--- src/rtl/remap_pkg.sv ---
package remap_pkg;
    typedef enum logic [1:0] {
        CFG_CLEAN = 2'd0,
        CFG_DIRTY = 2'd1,
        CFG_CHECK = 2'd2,
        CFG_FAULT = 2'd3
    } cfg_state_e;
endpackage

--- src/rtl/remap_shadow.sv ---
module remap_shadow #(
    parameter int SLICE_W = 4,
    parameter int NSLICE  = 16
) (
    input  logic                        clk,
    input  logic                        rst_n,
    input  logic                        accept,
    input  logic                        wr_en,
    input  logic [SLICE_W-1:0]          wr_idx,
    input  logic [SLICE_W-1:0]          wr_val,
    input  logic                        mask_wr,
    input  logic [NSLICE-1:0]           mask_val,
    output logic [NSLICE*SLICE_W-1:0]   shadow_flat,
    output logic [NSLICE-1:0]           shadow_mask,
    output logic                        legal
);
    logic [SLICE_W-1:0] tbl_q [NSLICE];
    logic [NSLICE-1:0]  mask_q;

    // one register per entry, reset to identity
    for (genvar g = 0; g < NSLICE; g++) begin : g_entry
        localparam logic [SLICE_W-1:0] SELF = SLICE_W'(g);
        always_ff @(posedge clk) begin
            if (!rst_n)
                tbl_q[g] <= SELF;
            else if (accept && wr_en && (wr_idx == SELF))
                tbl_q[g] <= wr_val;
        end
        assign shadow_flat[g*SLICE_W +: SLICE_W] = tbl_q[g];
    end

    always_ff @(posedge clk) begin
        if (!rst_n)
            mask_q <= '1;
        else if (accept && mask_wr)
            mask_q <= mask_val;
    end

    assign shadow_mask = mask_q;

    // legality: allocated -> self, unallocated -> some allocated slice
    always_comb begin
        legal = 1'b1;
        for (int j = 0; j < NSLICE; j++) begin
            if (mask_q[j]) begin
                if (tbl_q[j] != SLICE_W'(j)) legal = 1'b0;
            end else begin
                if (!mask_q[tbl_q[j]]) legal = 1'b0;
            end
        end
    end

    AST_SHADOW_FROZEN: assert property (@(posedge clk) disable iff (!rst_n)
        !accept |=> ($stable(shadow_flat) && $stable(shadow_mask)));
endmodule

--- src/rtl/remap_ctrl.sv ---
module remap_ctrl
    import remap_pkg::*;
(
    input  logic clk,
    input  logic rst_n,
    input  logic cfg_touch,
    input  logic commit,
    input  logic legal,
    output logic accept,
    output logic apply,
    output logic err
);
    cfg_state_e state_q, state_d;
    logic       err_q;

    always_ff @(posedge clk) begin
        if (!rst_n) state_q <= CFG_CLEAN;
        else        state_q <= state_d;
    end

    always_comb begin
        state_d = state_q;
        unique case (state_q)
            CFG_CLEAN: if (commit) state_d = CFG_CHECK;
                       else if (cfg_touch) state_d = CFG_DIRTY;
            CFG_DIRTY: if (commit) state_d = CFG_CHECK;
            CFG_CHECK: state_d = legal ? CFG_CLEAN : CFG_FAULT;
            CFG_FAULT: if (commit) state_d = CFG_CHECK;
                       else if (cfg_touch) state_d = CFG_DIRTY;
            default:   state_d = CFG_CLEAN;
        endcase
    end

    always_comb begin
        accept = (state_q != CFG_CHECK);
        apply  = (state_q == CFG_CHECK) && legal;
    end

    always_ff @(posedge clk) begin
        if (!rst_n)                              err_q <= 1'b0;
        else if (apply)                          err_q <= 1'b0;
        else if (state_q == CFG_CHECK && !legal) err_q <= 1'b1;
    end

    assign err = err_q;

    AST_CHECK_ONE_CYCLE: assert property (@(posedge clk) disable iff (!rst_n)
        (state_q == CFG_CHECK) |=> (state_q != CFG_CHECK));
    AST_ERR_STICKY: assert property (@(posedge clk) disable iff (!rst_n)
        (err_q && !apply) |=> err_q);
endmodule

--- src/rtl/remap_active.sv ---
module remap_active #(
    parameter int SLICE_W = 4,
    parameter int NSLICE  = 16
) (
    input  logic                        clk,
    input  logic                        rst_n,
    input  logic                        apply,
    input  logic [NSLICE*SLICE_W-1:0]   shadow_flat,
    input  logic [NSLICE-1:0]           shadow_mask,
    input  logic [SLICE_W-1:0]          lookup_idx,
    output logic [SLICE_W-1:0]          lookup_dest
);
    localparam int TBL_W = NSLICE * SLICE_W;

    function automatic logic [TBL_W-1:0] ident_table();
        logic [TBL_W-1:0] t;
        for (int j = 0; j < NSLICE; j++) t[j*SLICE_W +: SLICE_W] = SLICE_W'(j);
        return t;
    endfunction

    logic [TBL_W-1:0]  act_q;
    logic [NSLICE-1:0] act_mask_q;
    logic              self_ok;

    always_ff @(posedge clk) begin
        if (!rst_n) begin
            act_q      <= ident_table();
            act_mask_q <= '1;
        end else if (apply) begin
            act_q      <= shadow_flat;
            act_mask_q <= shadow_mask;
        end
    end

    assign lookup_dest = act_q[lookup_idx*SLICE_W +: SLICE_W];

    always_comb begin
        self_ok = 1'b1;
        for (int j = 0; j < NSLICE; j++)
            if (act_mask_q[j] && (act_q[j*SLICE_W +: SLICE_W] != SLICE_W'(j))) self_ok = 1'b0;
    end

    AST_HOLD_NO_APPLY: assert property (@(posedge clk) disable iff (!rst_n)
        !apply |=> $stable(act_q));
    AST_DEST_ALLOCATED: assert property (@(posedge clk) disable iff (!rst_n)
        act_mask_q[lookup_dest]);
    AST_ALLOC_SELF: assert property (@(posedge clk) disable iff (!rst_n)
        self_ok);
endmodule

--- src/rtl/slice_remap_unit.sv ---
module slice_remap_unit #(
    parameter int ADDR_W     = 48,
    parameter int LINE_OFF_W = 6,
    parameter int SLICE_W    = 4
) (
    input  logic                    clk,
    input  logic                    rst_n,
    input  logic                    remap_en,
    input  logic                    req_valid_i,
    output logic                    req_ready_o,
    input  logic [ADDR_W-1:0]       req_addr_i,
    output logic                    fwd_valid_o,
    input  logic                    fwd_ready_i,
    output logic [ADDR_W-1:0]       fwd_addr_o,
    output logic [SLICE_W-1:0]      fwd_dest_o,
    input  logic                    cfg_wr_en_i,
    input  logic [SLICE_W-1:0]      cfg_wr_idx_i,
    input  logic [SLICE_W-1:0]      cfg_wr_val_i,
    input  logic                    cfg_mask_wr_i,
    input  logic [(1<<SLICE_W)-1:0] cfg_mask_i,
    input  logic                    cfg_commit_i,
    output logic                    cfg_err_o
);
    localparam int NSLICE = 1 << SLICE_W;

    logic [NSLICE*SLICE_W-1:0] shadow_flat;
    logic [NSLICE-1:0]         shadow_mask;
    logic                      legal, accept, apply;
    logic [SLICE_W-1:0]        home_id, table_dest;

    assign home_id = req_addr_i[LINE_OFF_W +: SLICE_W];

    remap_ctrl u_ctrl (
        .clk       (clk),
        .rst_n     (rst_n),
        .cfg_touch (cfg_wr_en_i | cfg_mask_wr_i),
        .commit    (cfg_commit_i),
        .legal     (legal),
        .accept    (accept),
        .apply     (apply),
        .err       (cfg_err_o)
    );

    remap_shadow #(.SLICE_W(SLICE_W), .NSLICE(NSLICE)) u_shadow (
        .clk         (clk),
        .rst_n       (rst_n),
        .accept      (accept),
        .wr_en       (cfg_wr_en_i),
        .wr_idx      (cfg_wr_idx_i),
        .wr_val      (cfg_wr_val_i),
        .mask_wr     (cfg_mask_wr_i),
        .mask_val    (cfg_mask_i),
        .shadow_flat (shadow_flat),
        .shadow_mask (shadow_mask),
        .legal       (legal)
    );

    remap_active #(.SLICE_W(SLICE_W), .NSLICE(NSLICE)) u_active (
        .clk         (clk),
        .rst_n       (rst_n),
        .apply       (apply),
        .shadow_flat (shadow_flat),
        .shadow_mask (shadow_mask),
        .lookup_idx  (home_id),
        .lookup_dest (table_dest)
    );

    // zero-latency request path
    always_comb begin
        fwd_valid_o = req_valid_i;
        req_ready_o = fwd_ready_i;
        fwd_addr_o  = req_addr_i;
        fwd_dest_o  = remap_en ? table_dest : home_id;
    end
endmodule

--- config.mk ---
export PLATFORM = sky130hd
export DESIGN_NAME = slice_remap_unit
export DESIGN_NICKNAME = d
export VERILOG_FILES = /design/src/rtl/remap_pkg.sv /design/src/rtl/remap_shadow.sv /design/src/rtl/remap_ctrl.sv /design/src/rtl/remap_active.sv /design/src/rtl/slice_remap_unit.sv
export SDC_FILE = /design/constraint.sdc
export NUM_CORES = 1
export LEC_CHECK = 0
export BUFFER_PORTS_ARGS = -buffer_cell sky130_fd_sc_hd__buf_4
export CORE_UTILIZATION = 40
export DETAILED_ROUTE_END_ITERATION = 8
export PLACE_DENSITY = 0.65
export SLEW_MARGIN = 40
export SYNTH_ARGS = -nofsm -noshare
export SYNTH_HDL_FRONTEND = slang
export SYNTH_HIERARCHICAL = 1
export SYNTH_SLANG_ARGS = --single-unit
--- constraint.sdc ---
create_clock -name clk -period 3.1 [get_ports clk]
set_input_delay 0.465 -clock clk [delete_from_list [all_inputs] [get_ports clk]]
set_output_delay 0.465 -clock clk [all_outputs]
set_load 0.005 [all_outputs]
==> metrics.md <==
| Metric | Value |
|---|---|
| Status | `complete, no violations` |
| Share of cells above drive strength 1 | `0.270` |
| Largest net degree at the start of global routing | `89` |
| Cell with the most instances after synthesis | `nand2_1` |
| Post-layout min period | `3090 ps` |
| Mux cell area share after synthesis | `0.288` |
| Nets | `907` |
| Most frequent cells after synthesis | `nand2_1 (94), mux2i_1 (85), dfxtp_1 (83)` |
| Num Clock Sinks | `147` |
| Final-report max-slew violation count | `0` |
| Total number of vias | `6723` |
| Io pins | `135` |
| Largest family of logic cells by synthesized area | `multiplexers` |
| Hold path depth | `3` |
| Remaining Overflow, GRT | `0` |
| DRT Wirelength | `24800 um` |
| Seq cells post-synth | `147` |
| Core area | `21900 um^2` |
| Cells after DPL | `1079` |
| Worst reg2reg path endpoint | `u_active/act_q[28]` |
| Type of origin of the critical path | `register` |
| RSZ-0062 raised after global routing | `yes` |
| Final cell count without fillers | `1118` |
| VDD IR max | `0.000336 V` |
| Crit-path max FO | `8` |
| Cell area after synthesis | `8980 um^2` |
| Yosys cell types | `60` |
| Async set-or-reset flop fraction in the synthesized netlist | `0` |
| Footprint of the multi-input gates | `4680 um^2` |
| Leakage Power | `3.59 nW` |
| Port Buf Inserts | `42` |
| CTS tree | `yes` |
| Clock slew at reported path FFs | `60 ps` |
| Die Wd | `152 um` |
| Worst-margin pin slew | `709 ps` |
| Fin. Hold Viols | `0` |
| F_max | `324 MHz` |
| Tot GR Track Use | `0.213` |
| Drc violations | `0` |
| Die area | `23000 um^2` |
| Syn Nets | `891` |
| Critical R2R Launch | `u_shadow/tbl_q[1][13]` |
| Setup crit end kind | `register` |
| Initial antenna violation count | `0` |
| Layout area overhead | `15.1%` |
| Mean area per synthesized cell | `11.1 um^2` |
| Setup TNS Final | `0 ps` |
| H-tree levels | `4` |
| Vias in the first global route | `6379` |
| Gate Count Post-Synth | `809` |
| Worst slack, placed | `-97.0 ps` |
| Min-delay src | `cfg_mask_i[8]` |
| Synth area leaders | `edfxtp_1 (21%), dfxtp_1 (19%), mux4_2 (12%)` |
| Type of the worst setup path | `register to register` |
| Root buffer cell | `clkbuf_16` |
| Worst reg-to-reg setup slack | `10 ps` |
| Slew headroom | `0.522` |
| MaxCap Viol Count | `0` |
| WP data arrival | `3360 ps` |
| DP HPWL | `17700 um` |
| Final WS setup | `10.3 ps` |
| Num rows | `54` |
| Antenna fix cells | `0` |
| Simple logic cell fraction of the synthesized area | `0.167` |
| Post-Synth Adder-Cell Area | `0.00279` |
| Layout Skew | `11.6 ps` |
| Power per cell area | `539 nW/um^2` |
| Post-Synth XOR/XNOR Area | `0` |
| Final setup fails | `0` |
| Via density | `6.01` |
| Synth Area in Compound Gates | `0.0573` |
| Worst-Skew Late Latency | `420 ps` |
| Routed len/inst | `22.2 um` |
| Die Ht | `152 um` |
| Number of fill cells | `2006` |
| Synth top area share | `0.214` |
| Hold endpoint | `u_shadow/shadow_mask[8]` |
| Reg2Reg Depth | `12` |
| Min-Delay Path Class | `primary input to register` |
| Crit share post-route | `0.997` |
| Number of DRC markers in iteration 0 | `639` |
| Worst path required time | `3370 ps` |
| Yosys warning count | `6` |
| Post-CTS Hold Buffers | `0` |
| Wire length of the first global-routing pass | `37900 um` |
| Routability cong. | `0.887` |
| Routed Antenna Nets | `0` |
| Reg area | `3590 um^2` |
| Cts bufs inserted | `17` |
| First-pass iteration count of the detailed router | `5` |
| Ys flop type | `dfxtp_1` |
| Sequential element share of the synthesized area | `0.399` |
| CTS Buffer Depth | `2` |
| Cell taking the most area after synthesis | `edfxtp_1` |
| Starting Density | `0.410` |
| Post-synth EDFFs | `64` |
per-stage QoR:
stage               power [mW]  cell area [um^2]  hold slack (ps)  utilization
global placement          3.45              9520              446        0.435
global route              5.77             10300              241        0.472
detailed placement        3.46              9520              453        0.435
floorplan                 3.06              8980              433            -
CTS                       5.56             10200              234        0.466
finish                    5.57             10300              251        0.472
worst max path at each step:
| stage | startpoint | endpoint | slack [ps] | cells after the start |
|---|---|---|---|---|
| after floorplan | u_shadow/tbl_q[0][16] | u_active/act_q[54] | 30 | 13 |
| after global placement | u_shadow/tbl_q[0][16] | u_active/act_q[41] | -30 | 11 |
| after detailed placement | u_shadow/tbl_q[0][16] | u_active/act_q[58] | -100 | 11 |
| after CTS | u_shadow/tbl_q[1][1] | u_active/act_q[50] | 30 | 13 |
| after global routing | u_shadow/tbl_q[0][20] | u_active/act_q[28] | -130 | 12 |
| final | u_shadow/tbl_q[1][13] | u_active/act_q[28] | 10 | 12 |
cell families (layout without fill, tap and decap cells):
kind of cell	count (synthesis)	count (layout)
buf+inv	135	164
compound gates	74	74
fa+ha+maj	2	2
mux	165	165
flops	147	147
simple gates	286	286
flip-flops by register name, summed over array words and instances (netlist names):
name,cells
u_ctrl/state_q,2
u_active/act_q,64
u_ctrl/err,1
u_shadow/tbl_q,64
u_shadow/shadow_mask,16
cells in the final DEF (no fill, tap or decap), types with 3 or more instances in the layout:
cell and instances:
a221o_1 3, a22oi_1 9, a31oi_1 7, and2_1 7, buf_12 4, buf_16 3
buf_4 106, bufinv_16 3, clkbuf_16 20, clkinv_2 3, dfxtp_1 79, dfxtp_2 4
edfxtp_1 64, inv_1 13, inv_6 3, mux2_2 12, mux2i_1 83, mux4_1 19
mux4_2 49, nand2_1 94, nand2b_1 3, nand3_1 30, nand3b_1 6, nand4_1 4
nand4b_1 5, nor2_1 22, nor2b_1 37, nor3_1 30, nor3b_1 6, nor4b_1 3
o2111ai_1 3, o211ai_1 7, o21ai_0 20, o22ai_1 3, or2_2 3, or3_1 21
or4b_1 3
power breakdown:
| group | switching [mW] | internal [mW] |
|---|---|---|
| logic | 0.634 | 0.592 |
| registers | 0.124 | 2.11 |
| clock network | 0.804 | 1.31 |
| total | 1.56 | 4.01 |
layer usage:
layer	global-route usage	vias to the layer above	part of all wire
met5	0	-	0
met4	0.0748	0	0.019
met3	0.0562	41	0.094
met2	0.310	352	0.44
met1	0.306	3306	0.44
li1	-	3024	-
layout make-up:
| type | instances | share of cell area |
|---|---|---|
| flip-flops and latches | 147 | 0.347 |
| clock buffers | 20 | 0.0442 |
| repair buffers | 118 | 0.102 |
| multi-input cells | 527 | 0.453 |
| well taps | 280 | 0.0339 |
| inverters | 14 | 0.00509 |
| clock inverters | 12 | 0.0147 |
worst max-delay path, cell delays in order, from the launching register on:
cell,delay (ps)
edfxtp_1,420
mux4_2,350
nor3_1,40
or4_4,560
nor4_4,140
o2111ai_1,170
nor4_2,340
inv_1,130
nor2_4,120
buf_12,180
buf_16,150
mux2i_1,230
nand2_1,90
timing repair:
| item | 4_1_cts | 5_1_grt |
|---|---|---|
| gates resized for setup | 5 | 11 |
| gates cloned | 1 | 3 |
| setup endpoints to repair | 57 | 64 |
| setup buffers | 2 | 1 |
| pin swaps | 2 | 4 |
Note: power is estimated with default switching activity, not from simulation.
